$ cat config.mk
export PLATFORM = sky130hd
export DESIGN_NAME = post_wdt
export DESIGN_NICKNAME = d
export VERILOG_FILES = /design/src/rtl/post_wdt_pkg.sv /design/src/rtl/post_wdt_regs.sv /design/src/rtl/post_wdt_snoop.sv /design/src/rtl/post_wdt_prescale.sv /design/src/rtl/post_wdt_fsm.sv /design/src/rtl/post_wdt.sv
export SDC_FILE = /design/constraint.sdc
export NUM_CORES = 1
export LEC_CHECK = 0
export BUFFER_PORTS_ARGS = -buffer_cell sky130_fd_sc_hd__buf_2
export CELL_PAD_IN_SITES_DETAIL_PLACEMENT = 0
export CELL_PAD_IN_SITES_GLOBAL_PLACEMENT = 1
export CORE_ASPECT_RATIO = 0.5
export CORE_MARGIN = 2
export CORE_UTILIZATION = 35
export DETAILED_ROUTE_END_ITERATION = 10
export GPL_TIMING_DRIVEN = 0
export PLACE_DENSITY = 0.72
export SKIP_CTS_REPAIR_TIMING = 1
export SYNTH_ARGS = -nofsm -noshare
export SYNTH_HDL_FRONTEND = slang
export SYNTH_SLANG_ARGS = --single-unit
$ cat constraint.sdc
create_clock -name clk -period 3.8 [get_ports clk]
set_input_delay 0.38 -clock clk [delete_from_list [all_inputs] [get_ports clk]]
set_output_delay 0.38 -clock clk [all_outputs]
set_load 0.01 [all_outputs]
$ cat src/rtl/post_wdt_pkg.sv
package post_wdt_pkg;

    localparam int DW     = 8;
    localparam int EVT_W  = 4;
    localparam int RA_W   = 3;

    localparam logic [RA_W-1:0] OFS_CTRL = 3'd0;
    localparam logic [RA_W-1:0] OFS_TIME = 3'd1;
    localparam logic [RA_W-1:0] OFS_CODE = 3'd2;
    localparam logic [RA_W-1:0] OFS_DATA = 3'd3;
    localparam logic [RA_W-1:0] OFS_LAST = 3'd4;

    localparam logic [DW-1:0] TIME_RST = 8'hFF;

    typedef enum logic [1:0] {
        ST_IDLE,
        ST_WAIT_CODE,
        ST_COUNT,
        ST_FIRE
    } wdt_state_e;

    typedef struct packed {
        logic             stat;
        logic             en;
        logic [1:0]       unit;
        logic [EVT_W-1:0] mask;
    } wdt_ctrl_t;

endpackage

$ cat src/rtl/post_wdt_regs.sv
module post_wdt_regs
    import post_wdt_pkg::*;
(
    input  logic             clk,
    input  logic             rst,
    input  logic             wr,
    input  logic [RA_W-1:0]  addr,
    input  logic [DW-1:0]    wdata,
    output logic [DW-1:0]    rdata,
    input  logic             cap,
    input  logic [DW-1:0]    cap_data,
    input  logic             expire,
    output wdt_ctrl_t        ctrl,
    output logic [DW-1:0]    time_val,
    output logic [DW-1:0]    code_val
);

    logic [DW-1:0] data_q;
    logic [DW-1:0] last_q;
    logic          wr_ctrl;
    logic          wr_time;
    logic          wr_code;
    logic          wr_data;

    assign wr_ctrl = wr && (addr == OFS_CTRL);
    assign wr_time = wr && (addr == OFS_TIME);
    assign wr_code = wr && (addr == OFS_CODE);
    assign wr_data = wr && (addr == OFS_DATA);

    always_ff @(posedge clk) begin
        if (rst) begin
            ctrl     <= '0;
            time_val <= TIME_RST;
            code_val <= '0;
            data_q   <= '0;
            last_q   <= '0;
        end else begin
            if (wr_ctrl) begin
                ctrl.en   <= wdata[6];
                ctrl.unit <= wdata[5:4];
                ctrl.mask <= wdata[EVT_W-1:0];
            end
            if (expire) begin
                ctrl.stat <= 1'b1;
            end else if (wr_ctrl && wdata[7]) begin
                ctrl.stat <= 1'b0;
            end
            if (wr_time) time_val <= wdata;
            if (wr_code) code_val <= wdata;
            if (cap) begin
                data_q <= cap_data;
                last_q <= cap_data;
            end else if (wr_data) begin
                data_q <= wdata;
            end
        end
    end

    always_comb begin
        unique case (addr)
            OFS_CTRL: rdata = ctrl;
            OFS_TIME: rdata = time_val;
            OFS_CODE: rdata = code_val;
            OFS_DATA: rdata = data_q;
            OFS_LAST: rdata = last_q;
            default:  rdata = '0;
        endcase
    end

    p_flag_clear_r6: assert property (@(posedge clk) disable iff (rst)
        (wr_ctrl && wdata[7] && !expire) |=> !ctrl.stat);

    p_last_readonly_r11: assert property (@(posedge clk) disable iff (rst)
        !cap |=> $stable(last_q));

    p_set_wins_r10: assert property (@(posedge clk) disable iff (rst)
        expire |=> ctrl.stat);

endmodule

$ cat src/rtl/post_wdt_snoop.sv
module post_wdt_snoop #(
    parameter int          AW   = 16,
    parameter int          DW   = 8,
    parameter logic [AW-1:0] BASE = 16'h0080
) (
    input  logic          io_wr,
    input  logic [AW-1:0] io_addr,
    input  logic [DW-1:0] io_data,
    input  logic          pair_en,
    input  logic [DW-1:0] code,
    output logic          cap,
    output logic          match
);

    localparam logic [AW-1:0] PAIR = BASE + AW'(1);

    logic hit;

    assign hit   = (io_addr == BASE) || (pair_en && (io_addr == PAIR));
    assign cap   = io_wr && hit;
    assign match = cap && (io_data == code);

endmodule

$ cat src/rtl/post_wdt_prescale.sv
module post_wdt_prescale #(
    parameter int DIV    = 4,
    parameter int LEVELS = 4
) (
    input  logic                        clk,
    input  logic                        rst,
    input  logic                        tick,
    input  logic                        restart,
    input  logic [$clog2(LEVELS)-1:0]   sel,
    output logic                        sel_tick
);

    localparam int              CW  = (DIV > 1) ? $clog2(DIV) : 1;
    localparam logic [CW-1:0]   TOP = CW'(DIV - 1);

    logic [LEVELS-1:0] stage;

    assign stage[0] = tick;

    generate
        for (genvar k = 1; k < LEVELS; k++) begin : g_div
            logic [CW-1:0] cnt;
            always_ff @(posedge clk) begin
                if (rst || restart) begin
                    cnt <= '0;
                end else if (stage[k-1]) begin
                    cnt <= (cnt == TOP) ? '0 : cnt + CW'(1);
                end
            end
            assign stage[k] = stage[k-1] && (cnt == TOP);
        end
    endgenerate

    assign sel_tick = stage[sel];

    p_tick_needs_base_r9: assert property (@(posedge clk) disable iff (rst)
        sel_tick |-> tick);

endmodule

$ cat src/rtl/post_wdt_fsm.sv
module post_wdt_fsm
    import post_wdt_pkg::*;
#(
    parameter int CNT_W = 8
) (
    input  logic             clk,
    input  logic             rst,
    input  logic             en,
    input  logic             match,
    input  logic             sel_tick,
    input  logic [CNT_W-1:0] time_val,
    input  logic [EVT_W-1:0] mask,
    output logic             expire,
    output logic             restart,
    output logic [EVT_W-1:0] evt_out
);

    wdt_state_e       state, state_nxt;
    logic [CNT_W-1:0] cnt, cnt_nxt;
    logic             last_unit;

    assign last_unit = (cnt <= CNT_W'(1));

    always_ff @(posedge clk) begin
        if (rst) begin
            state <= ST_IDLE;
            cnt   <= '0;
        end else begin
            state <= state_nxt;
            cnt   <= cnt_nxt;
        end
    end

    always_comb begin
        state_nxt = state;
        cnt_nxt   = cnt;
        unique case (state)
            ST_IDLE: begin
                if (en) state_nxt = ST_WAIT_CODE;
            end
            ST_WAIT_CODE: begin
                if (match) begin
                    state_nxt = ST_COUNT;
                    cnt_nxt   = time_val;
                end
            end
            ST_COUNT: begin
                if (sel_tick) begin
                    if (last_unit) state_nxt = ST_FIRE;
                    else           cnt_nxt   = cnt - CNT_W'(1);
                end
            end
            ST_FIRE: begin
                if (sel_tick) state_nxt = ST_WAIT_CODE;
            end
            default: state_nxt = ST_IDLE;
        endcase
        if (!en) state_nxt = ST_IDLE;
    end

    always_comb begin
        expire  = en && (state == ST_COUNT) && sel_tick && last_unit;
        restart = en && (state == ST_WAIT_CODE) && match;
        evt_out = (state == ST_FIRE) ? mask : '0;
    end

    p_abort_r7: assert property (@(posedge clk) disable iff (rst)
        !en |=> (state == ST_IDLE));

    p_load_r4: assert property (@(posedge clk) disable iff (rst)
        (en && state == ST_WAIT_CODE && match) |=>
            (state == ST_COUNT && cnt == $past(time_val)));

    p_no_reload_r12: assert property (@(posedge clk) disable iff (rst)
        (en && state == ST_COUNT && !sel_tick) |=> (cnt == $past(cnt)));

    p_fire_hold_r5: assert property (@(posedge clk) disable iff (rst)
        (en && state == ST_FIRE && !sel_tick) |=> (state == ST_FIRE));

endmodule

$ cat src/rtl/post_wdt.sv
module post_wdt
    import post_wdt_pkg::*;
#(
    parameter int          IO_AW     = 16,
    parameter logic [15:0] PORT_BASE = 16'h0080,
    parameter int          DIV       = 4
) (
    input  logic             clk,
    input  logic             rst,
    input  logic             reg_wr,
    input  logic [2:0]       reg_addr,
    input  logic [7:0]       reg_wdata,
    output logic [7:0]       reg_rdata,
    input  logic             io_wr,
    input  logic [15:0]      io_addr,
    input  logic [7:0]       io_data,
    input  logic             pair_decode,
    input  logic             base_tick,
    output logic [3:0]       evt_out
);

    localparam int LEVELS = 4;

    wdt_ctrl_t     ctrl;
    logic [DW-1:0] time_val;
    logic [DW-1:0] code_val;
    logic          cap;
    logic          match;
    logic          expire;
    logic          restart;
    logic          sel_tick;

    post_wdt_regs u_regs (
        .clk      (clk),
        .rst      (rst),
        .wr       (reg_wr),
        .addr     (reg_addr),
        .wdata    (reg_wdata),
        .rdata    (reg_rdata),
        .cap      (cap),
        .cap_data (io_data),
        .expire   (expire),
        .ctrl     (ctrl),
        .time_val (time_val),
        .code_val (code_val)
    );

    post_wdt_snoop #(
        .AW   (IO_AW),
        .DW   (DW),
        .BASE (PORT_BASE)
    ) u_snoop (
        .io_wr   (io_wr),
        .io_addr (io_addr),
        .io_data (io_data),
        .pair_en (pair_decode),
        .code    (code_val),
        .cap     (cap),
        .match   (match)
    );

    post_wdt_prescale #(
        .DIV    (DIV),
        .LEVELS (LEVELS)
    ) u_pre (
        .clk      (clk),
        .rst      (rst),
        .tick     (base_tick),
        .restart  (restart),
        .sel      (ctrl.unit),
        .sel_tick (sel_tick)
    );

    post_wdt_fsm #(
        .CNT_W (DW)
    ) u_fsm (
        .clk      (clk),
        .rst      (rst),
        .en       (ctrl.en),
        .match    (match),
        .sel_tick (sel_tick),
        .time_val (time_val),
        .mask     (ctrl.mask),
        .expire   (expire),
        .restart  (restart),
        .evt_out  (evt_out)
    );

    p_status_on_expire_r4: assert property (@(posedge clk) disable iff (rst)
        (evt_out != '0 && $past(evt_out) == '0) |-> ctrl.stat || $past(reg_wr));

endmodule

# == Word level (Yosys, flattened, before mapping) ==
# Cells that the tools add are included.
# word_totals
reg_bits,56
latch_bits,0
mem_bits_rw,0
mem_bits_ro,0
wordCells,84
memories,0
# classes
add_sub_neg,4
n_mul,0
n_div,0
magnitude_cmp,2
eq_ne,18
n_shift,0
n_mux,20
n_bitwise,1
n_reduce_logical,26
# op_table
op,count
two-way mux 8 bit,5
case mux 8 bit (5 select lines),1
equality test 16 x 8 -> 1 bit (second input constant),2
logical AND 1 bit,16
case mux 8 bit (2 select lines),1
two-way mux 2 bit,7
equality test 2 bit (second input constant),5
equality test 8 bit,1
<= comparator 8 x 1 -> 1 bit (second input constant),1
inequality test 2 x 1 -> 1 bit (second input constant),4
case mux 2 bit (4 select lines),1
AND reduction 4 bit,2
subtractor 8 x 1 -> 8 bit (second input constant),1
adder 2 x 1 -> 2 bit (second input constant),3
equality test 3 x 2 -> 1 bit (second input constant),2
nonzero test 2 bit,3
two-way mux 4 bit,1
equality test 3 x 1 -> 1 bit (second input constant),1
equality test 3 bit (second input constant),1
zero test 3 bit,1
< comparator 2 x 3 -> 1 bit (second input constant),1
two-way mux 1 bit,3
binary-select mux 1 bit (select 2 bit),1
equality test 2 x 1 -> 1 bit (second input constant),1
other kinds (5),6

# == Logic depth before layout (Yosys ltp) ==
# Gate-level depths: netlist (run 1).
# depth
depth_word,9
ltp_mapped,8
ltp_nobuf,8

# == Hierarchy ==
# From an unflattened synthesis (run 1), not the netlist that was laid out.
# hier_totals
hier_cells,354
hier_area_um2,3223.1
# modules_own_cells
module,n_inst,cells_each,area_each_um2,seq_area_each_um2
post_wdt_regs,1,197,1938.1,800.8
post_wdt_fsm,1,104,835.8,200.2
post_wdt_prescale,1,35,302.8,120.1
post_wdt_snoop,1,18,146.4,0.0

# == Worst setup path after synthesis (run 1) ==
# No wires, ideal clock.
# synth_timing
kind,input to register
from,input port io_addr[3]
to,register u_fsm.cnt[7]
setup_time_ns,0.132
arrival_time_ns,1.834
required_ns,3.668
setup_slack_ns,1.833
path_stages,7
n_path_buf,1
path_cell_list,nor4_2 -> o21ai_1 -> or4_4 -> a22oi_2 -> buf_6 -> mux2i_1 -> a21oi_1
# synth_between
elab_chain_cells,7
# synth_rtl
item,line,source
from (decl),post_wdt.sv:15,"input logic [15:0] io_addr,"
equality test 16 x 8 -> 1 bit,post_wdt_snoop.sv:19,assign hit = (io_addr == BASE) || (pair_en && (io_addr == PAIR));
logical AND 1 bit,post_wdt_snoop.sv:19,
logical OR 1 bit *,post_wdt_snoop.sv:19,
logical AND 1 bit *,post_wdt_snoop.sv:20,assign cap = io_wr && hit;
logical AND 1 bit *,post_wdt_snoop.sv:21,assign match = cap && (io_data == code);
inequality test 2 x 1 -> 1 bit (no source line) *,n/a,
AND reduction 4 bit (no source line) *,n/a,
to (signal assigned),post_wdt_fsm.sv:30,cnt <= cnt_nxt;
to (decl),post_wdt_fsm.sv:19,"logic [CNT_W-1:0] cnt, cnt_nxt;"
# Every way passes the cells marked *; elsewhere a longest branch is shown, timed or not.
# A chain may end at the register's enable or synchronous reset.

# == Final worst setup path (run 1) ==
# layout_timing
from,input port reg_addr[0]
to,output port reg_rdata[2]
# layout_between
elab_chain_cells,2
# layout_rtl
item,line,source
from (decl),post_wdt.sv:11,"input logic [2:0] reg_addr,"
equality test 3 bit (tied with other cells),post_wdt_regs.sv:60,unique case (addr)
case mux 8 bit (5 select lines) *,post_wdt_regs.sv:60,
to (decl),post_wdt.sv:13,"output logic [7:0] reg_rdata,"
# Marked as above.

==> run_results.csv, run 1 <==
group,metric,value,unit
synthesis,synthArstFlopShare,0,
min_path,hold_class,"primary input to flop",
synthesis,synthAdderAreaFrac,0.0377,
power_and_ir_drop,finalPower,0.00127,W
detailed_routing,drt_iter0_drc,199,
critical_path,path_cells,"buf_2 > buf_1 > mux2_2 > a22oi_1 > o22ai_1 > buf_2",
min_path,holdPathStages,3,
detailed_routing,dr_total_vias,2771,
floorplanning,num_rows,23,
synthesis,synth_xor_area_frac,0.0322,
critical_path,path_depth,6,
synthesis,yosysTopAreaCellShare,0.375,
place,io_buffer_count,50,
detailed_routing,routed_via_density,5.35,
place,placedCellCount,510,
cts,cts.sinks,56,
synthesis,synth_compound_area_frac,0.184,
floorplanning,design.core.area,0.00814,mm²
critical_path,arrival,1.90,ns
cts,ctsHtreeMaxLevel,2,
floorplanning,die_area,0.00934,mm²
floorplanning,ios,53,
min_path,worstHoldEndpoint,"u_regs.last_q[0]",
critical_path,critPathSlowestCell,"buf_1",
sta,clock_skew,0.00573,ns
global_routing,first_global_vias,2673,
cts,cts-root-buf,"clkbuf_16",
critical_path,worstSetupPathType,"primary input to output pin",
cts,cts_made_buffers,5,
synthesis,synth.net_count,398,
detailed_routing,wire_per_inst,16.2,µm
sta,slew_headroom,0.603,
detailed_routing,drt-total-wl,8400,µm
synthesis,yosysWarningCount,0,
critical_path,cp_common_cell,"buf_2",
sta,period_share,0.599,
critical_path,cp-start-kind,"primary input",
power_and_ir_drop,peakVddDrop,0.191,mV
critical_path,crit_path_max_incr_delay,0.45,ns
synthesis,syn-cell-area,0.00299,mm²
outcome,status,"finished clean",
synthesis,synthMuxAreaShare,0.125,
finish,final_cell_mix,"dfxtp_1, buf_2, nand2_1",
synthesis,ys_seq_area_frac,0.375,
synthesis,synth_top_family_by_area,"simple AND/OR/NAND/NOR gates",
synthesis,yosys.area.top_type,"dfxtp_1",
synthesis,synth.ff_latch_count,56,
synthesis,synthSimpleGateAreaFrac,0.202,
synthesis,yosys-top-cells-area,"dfxtp_1, mux2i_1, nand2_1",
place,gp_congestion,0.852,
finish,syn_to_final_growth,18.5,%
sta,fin_setup_tns,0,ns
critical_path,cp_top_family,"buffers and inverters",
finish,nNetsFinal,455,
detailed_routing,drtAntennaViolNets,0,
cts,clk_path_buf_depth,2,
sta,max_freq,0.439,GHz
critical_path,crit_fanout,10,
cts,worstSkewPairLatency,0.30,ns
finish,utilization,0.435,
sta,hold_viol_final,0,
global_routing,grtUsageTotal,0.183,
min_path,hold_path.startpoint,"io_data[0]",
critical_path,critPathBufInv,3,
floorplanning,dieHeight,69.3,µm
synthesis,synth.avg_cell_area,8.59,µm²
synthesis,synth-main-ff-cell,"dfxtp_1",
synthesis,synth_cell_type_count,43,
sta,tightest_slew,0.594,ns
synthesis,synth_edf_count,0,
finish,antenna_cells,0,
critical_path,rr_endpoint,"u_fsm.cnt[3]",
power_and_ir_drop,power_density,358,mW/mm²
synthesis,synthCells,348,
floorplanning,start_util,0.367,
global_routing,grt_antenna_before_repair,0,
cts,cts_tree,"yes",
run,drv_cap,0,
sta,setup_violations,0,
critical_path,crit_path_end_kind,"output pin",
critical_path,critPathRequiredTime,3.42,ns
finish,fill_cells,806,
finish,multi_input_area,0.00174,mm²
sta,drv_slew,0,
critical_path,worst_r2r_path_depth,7,
critical_path,r2r_start,"u_regs.code_val[6]",
finish,drive_above_1_share,0.187,
cts,clk_pin_slew_worst_paths,0.07,ns
global_routing,grt_max_degree,17,
floorplanning,die_x,135,µm
sta,min_period,2.28,ns
power_and_ir_drop,p_leak,1.45,nW
critical_path,setup.worst_path.start,"reg_addr[0]",
detailed_routing,post-route-drc-count,0,
finish,final_common_cell,"dfxtp_1",
sta,grt_setup_unrepaired,"no",
finish,fin_cells,518,
global_routing,grt_overflow,0,
global_routing,grt_first_pass_wirelength,13400,µm
detailed_routing,first_pass_iters,7,
place,post-dp-hpwl,6390,µm
finish,seqCellArea,0.00112,mm²
critical_path,reg2reg_slack,1.69,ns
## sequential cells by signal, summed over array words and instances (netlist names)
| signal | cells |
|---|---|
| u_fsm.cnt | 8 |
| u_fsm.state | 2 |
| u_pre.g_div.cnt | 6 |
| u_regs.code_val | 8 |
| u_regs.ctrl | 8 |
| u_regs.data_q | 8 |
| u_regs.last_q | 8 |
| u_regs.time_val | 8 |
## where the power goes
group | switching, W | leakage (nW) | internal [W]
Combinational | 0.0000769 | 0.916 | 0.0000578
Sequential | 0.0000109 | 0.453 | 0.000598
Clock | 0.000215 | 0.0808 | 0.000311
Total | 0.000303 | 1.45 | 0.000967
## cell usage after synthesis (2+ instances only)
cell type and n:
nor4b_1 2, nor3_1 5, o22ai_1 7, nand2b_1 2, ha_1 9, nand4_1 3, mux2i_1 26, o31ai_1 2
a211oi_1 10, or2_2 2, mux2_2 8, dfxtp_1 56, inv_1 8, nand2_1 45, a211o_1 8, clkbuf_1 16
a21oi_1 26, nor2b_1 14, o21ai_0 2, clkbuf_8 2, and2_1 5, xnor2_1 10, nor2_1 39, a22oi_1 14
nor4_1 2, nand3_1 8
## final cells by class
| type | instances | area share |
|---|---|---|
| repair buffers | 50 | 0.0706 |
| flip-flops and latches | 56 | 0.316 |
| inverters | 8 | 0.00847 |
| clock buffers | 6 | 0.0364 |
| multi-input cells | 264 | 0.490 |
| clock inverters | 2 | 0.00989 |
| plain buffers | 20 | 0.0290 |
| well taps | 112 | 0.0395 |
## worst max path at each step
| stage | slack (ns) | to |
|---|---|---|
| 2_1_floorplan | 1.83 | u_fsm.cnt[7] |
| 6_report | 1.52 | reg_rdata[2] |
| 5_1_grt | 1.48 | reg_rdata[3] |
| 4_1_cts | 1.58 | reg_rdata[3] |
| 3_3_place_gp | 1.54 | u_fsm.cnt[7] |
| 3_5_place_dp | 1.49 | u_fsm.cnt[7] |
## per-layer routing
metal / vias up / part of all wire / global-route usage
li1: 1349 / - / -
met1: 1310 / 0.47 / 0.246
met2: 94 / 0.45 / 0.288
met3: 18 / 0.059 / 0.0453
met4: 0 / 0.017 / 0.0596
met5: - / 0 / 0
## metrics by stage
| step | hold slack, ns | cell area, µm² | worst slack [ns] |
|---|---|---|---|
| 2_1_floorplan | 0.440 | 2990 | 1.83 |
| 3_3_place_gp | 0.448 | 3380 | 1.54 |
| 3_5_place_dp | 0.467 | 3380 | 1.49 |
| 4_1_cts | 0.366 | 3540 | 1.58 |
| 5_1_grt | 0.371 | 3540 | 1.48 |
| 6_report | 0.368 | 3540 | 1.52 |
## cells by family (layout without fill, tap and decap cells)
group                      Yosys count  count (layout)
DFF                                 56              56
xor gates and xnor gates            11              11
muxes                               35              35
buffers and inverters               28              86
adders and majority gates            9               9
and+or+nand+nor                    130             130
AOI/OAI and AO/OA                   79              79
## worst register-to-register path: stages (launching register included)
cell and delay, ns:
dfxtp_1 0.34, xnor2_1 0.20, nand4_1 0.14, or4_4 0.62
a22oi_2 0.22, buf_6 0.19, mux2i_1 0.21, a21oi_1 0.09
No activity file was read; power rests on OpenSTA's default activity.
==> inputs of run 2 (changes only) <==
Settings changed: ABC_AREA from default to 1, PLACE_DENSITY 0.72 to 0.78.
Clock period 3.8 ns to 2 ns, I/O delays scaled along.
==> run 2 against run 1 <==
Net effect: global-route usage is 0.20 points higher; hold slack worse by 0.19 ns; final area is 5.6% higher; clock-buffer cell count is 1 higher; sequential share of layout area is 1.7 points lower; register-to-register slack worse by 1.5 ns; combinational power is 110% higher; final cell count is 28% higher; synthesized cell count is 40% higher; worst setup slack worse by 1.3 ns; via count is 14% higher.
==> run_results.csv, run 2 <==
group,metric,value,unit
critical_path,path_depth,10,
floorplanning,start_util,0.360,
sta,drv_slew,0,
synthesis,syn-cell-area,0.00314,mm²
critical_path,cp-endpoint,"u_fsm.cnt[1]",
synthesis,synthCells,486,
power_and_ir_drop,p_int,0.00191,W
critical_path,arrival,1.99,ns
finish,multi_input_area,0.00167,mm²
global_routing,first_global_vias,2834,
detailed_routing,routed_via_density,4.77,
synthesis,synth_xor_area_frac,0,
finish,seqCellArea,0.00112,mm²
global_routing,grt_first_pass_wirelength,14000,µm
synthesis,yosys.area.top_type,"dfxtp_1",
power_and_ir_drop,pwr-share-seq,0.460,
synthesis,synth_top_family_by_area,"simple AND/OR/NAND/NOR gates",
finish,postLayoutCellArea,0.00374,mm²
critical_path,crit_path_end_kind,"flop",
sta,fin_setup_tns,0,ns
critical_path,path_cells,"inv_1 > ha_2 > or2_0 > nand3_1 > nand2_1 > o21ai_2 > nand3_2 > buf_6 > nor2_1 > nor2_1",
cts,clk_pin_slew_worst_paths,0.07,ns
synthesis,yosys-top-cells-area,"dfxtp_1, nand2_1, inv_1",
critical_path,setup.worst_path.start,"u_fsm.cnt[0]",
synthesis,yosysWarningCount,0,
floorplanning,design.core.area,0.00871,mm²
critical_path,critPathBufInv,2,
cts,ctsHtreeMaxLevel,2,
synthesis,synth.net_count,536,
sta,slew_headroom,0.645,
sta,clock_skew,0.00315,ns
cts,cts.sinks,56,
detailed_routing,post-route-drc-count,0,
run,drv_cap,0,
floorplanning,dieHeight,70.9,µm
min_path,holdPathStages,2,
critical_path,cp_common_cell,"nor2_1",
critical_path,critPathSlowestCell,"dfxtp_1",
sta,setup_violations,0,
min_path,hold_class,"primary input to flop",
outcome,status,"finished clean",
finish,final_cell_mix,"nand2_1, inv_1, dfxtp_1",
finish,syn_to_final_growth,19.3,%
place,gp_congestion,0.891,
critical_path,worstSetupPathType,"flop to flop",
power_and_ir_drop,clock_power_share,0.429,
place,post-dp-hpwl,6570,µm
critical_path,cp-start-kind,"flop",
sta,max_freq,0.558,GHz
global_routing,grt_overflow,0,
detailed_routing,dr_total_vias,3165,
synthesis,synth_edf_count,0,
synthesis,synth_cell_type_count,31,
floorplanning,num_rows,24,
synthesis,synthMuxAreaShare,0.00678,
critical_path,cp_top_family,"simple AND/OR/NAND/NOR gates",
detailed_routing,wire_per_inst,12.8,µm
synthesis,synth_most_common_cell,"nand2_1",
floorplanning,die_x,138,µm
global_routing,grtUsageTotal,0.185,
critical_path,crit_path_max_incr_delay,0.36,ns
finish,fill_cells,962,
critical_path,crit_fanout,10,
place,io_buffer_count,52,
global_routing,grt_antenna_before_repair,0,
global_routing,grt_max_degree,17,
floorplanning,die_area,0.00978,mm²
critical_path,worst_r2r_path_depth,10,
finish,utilization,0.430,
critical_path,critPathRequiredTime,2.20,ns
detailed_routing,drt_iter0_drc,216,
synthesis,synth.avg_cell_area,6.45,µm²
power_and_ir_drop,power_density,674,mW/mm²
detailed_routing,drt-total-wl,8490,µm
detailed_routing,first_pass_iters,5,
power_and_ir_drop,peakVddDrop,0.304,mV
cts,worstSkewPairLatency,0.30,ns
place,placed_cell_area,0.00354,mm²
sta,min_period,1.79,ns
detailed_routing,drtAntennaViolNets,0,
power_and_ir_drop,switching_share,0.244,
sta,grt_setup_unrepaired,"no",
synthesis,yosys-top-cells-count,"nand2_1, inv_1, dfxtp_1, nor2_1, o21ai_0",
cts,clk_path_buf_depth,2,
critical_path,reg2reg_slack,0.21,ns
finish,final_common_cell,"nand2_1",
synthesis,ys_seq_area_frac,0.357,
synthesis,synth_compound_area_frac,0.163,
critical_path,rr_endpoint,"u_fsm.cnt[1]",
finish,antenna_cells,0,
power_and_ir_drop,p_leak,1.76,nW
synthesis,synth.ff_latch_count,56,
cts,cts_tree,"yes",
synthesis,synthArstFlopShare,0,
sta,period_share,0.896,
finish,nNetsFinal,596,
cts,cts-root-buf,"clkbuf_16",
sta,tightest_slew,0.530,ns
synthesis,synthSimpleGateAreaFrac,0.323,
floorplanning,ios,53,
power_and_ir_drop,p_comb_frac,0.111,
sta,hold_viol_final,0,
synthesis,synthAdderAreaFrac,0.0359,
cts,cts_made_buffers,5,
power_and_ir_drop,switchingPower,0.000616,W
finish,drive_above_1_share,0.159,
synthesis,yosysTopAreaCellShare,0.357,
synthesis,synth-main-ff-cell,"dfxtp_1",
critical_path,r2r_start,"u_fsm.cnt[0]",
-- run 2: changes by cell type after synthesis, sizes merged, moves of 14 or more --
cell and change:
nor2 +21, mux2i -25, nor2b -14, inv +70, nand3 +26, o21ai +35
a22oi -15, nand2 +83
-- run 2: per-stage QoR --
stage,setup WS [ns],cells,hold WS [ns],power [W]
finish,0.208,664,0.176,0.00252
global route,0.0526,664,0.171,0.00262
CTS,0.139,663,0.159,0.00255
detailed placement,0.146,655,0.454,0.00146
global placement,0.158,655,0.450,0.00146
floorplan,0.403,486,0.269,0.00135
-- run 2: worst min path at each step --
stage | startpoint | slack, ns | to
2_1_floorplan | rst | 0.27 | u_regs.data_q[7]
3_3_place_gp | u_regs.last_q[4] | 0.45 | u_regs.last_q[4]
3_5_place_dp | u_regs.last_q[4] | 0.45 | u_regs.last_q[4]
4_1_cts | rst | 0.16 | u_regs.data_q[7]
5_1_grt | rst | 0.17 | u_regs.data_q[7]
6_report | rst | 0.18 | u_regs.data_q[7]
-- run 2: cell type report --
type	instances	share of cell area
Buffer	12	0.0151
Clock buffer	7	0.0408
Clock inverter	1	0.00803
Inverter	80	0.0803
Multi-Input combinational cell	338	0.445
Sequential cell	56	0.300
Tap cell	117	0.0391
Timing Repair Buffer	53	0.0716
-- run 2: kinds of logic after synthesis --
logic type | after synthesis
AND/OR/NAND/NOR | 237
AO/OA/AOI/OAI | 90
flip-flops | 56
adder cells (fa/ha/maj) | 9
buffers and inverters | 92
multiplexers | 2
-- run 2: routing by layer --
layer  routed length [µm]  up-vias  GRT usage  part of all wire
li1                     -     1678          -                 -
met1                 4430     1409      0.262              0.52
met2                 3590       69      0.284              0.42
met3                  353        9     0.0387             0.042
met4                  124        0     0.0544             0.015
met5                    0        -          0                 0
-- run 2: power groups by stage --
stage	logic, W	clock network (W)	registers, W
finish	0.000280	0.00108	0.00116
floorplan	0.000167	0	0.00118
global placement	0.000277	0	0.00119
detailed placement	0.000277	0	0.00119
global route	0.000318	0.00114	0.00116
CTS	0.000279	0.00111	0.00116
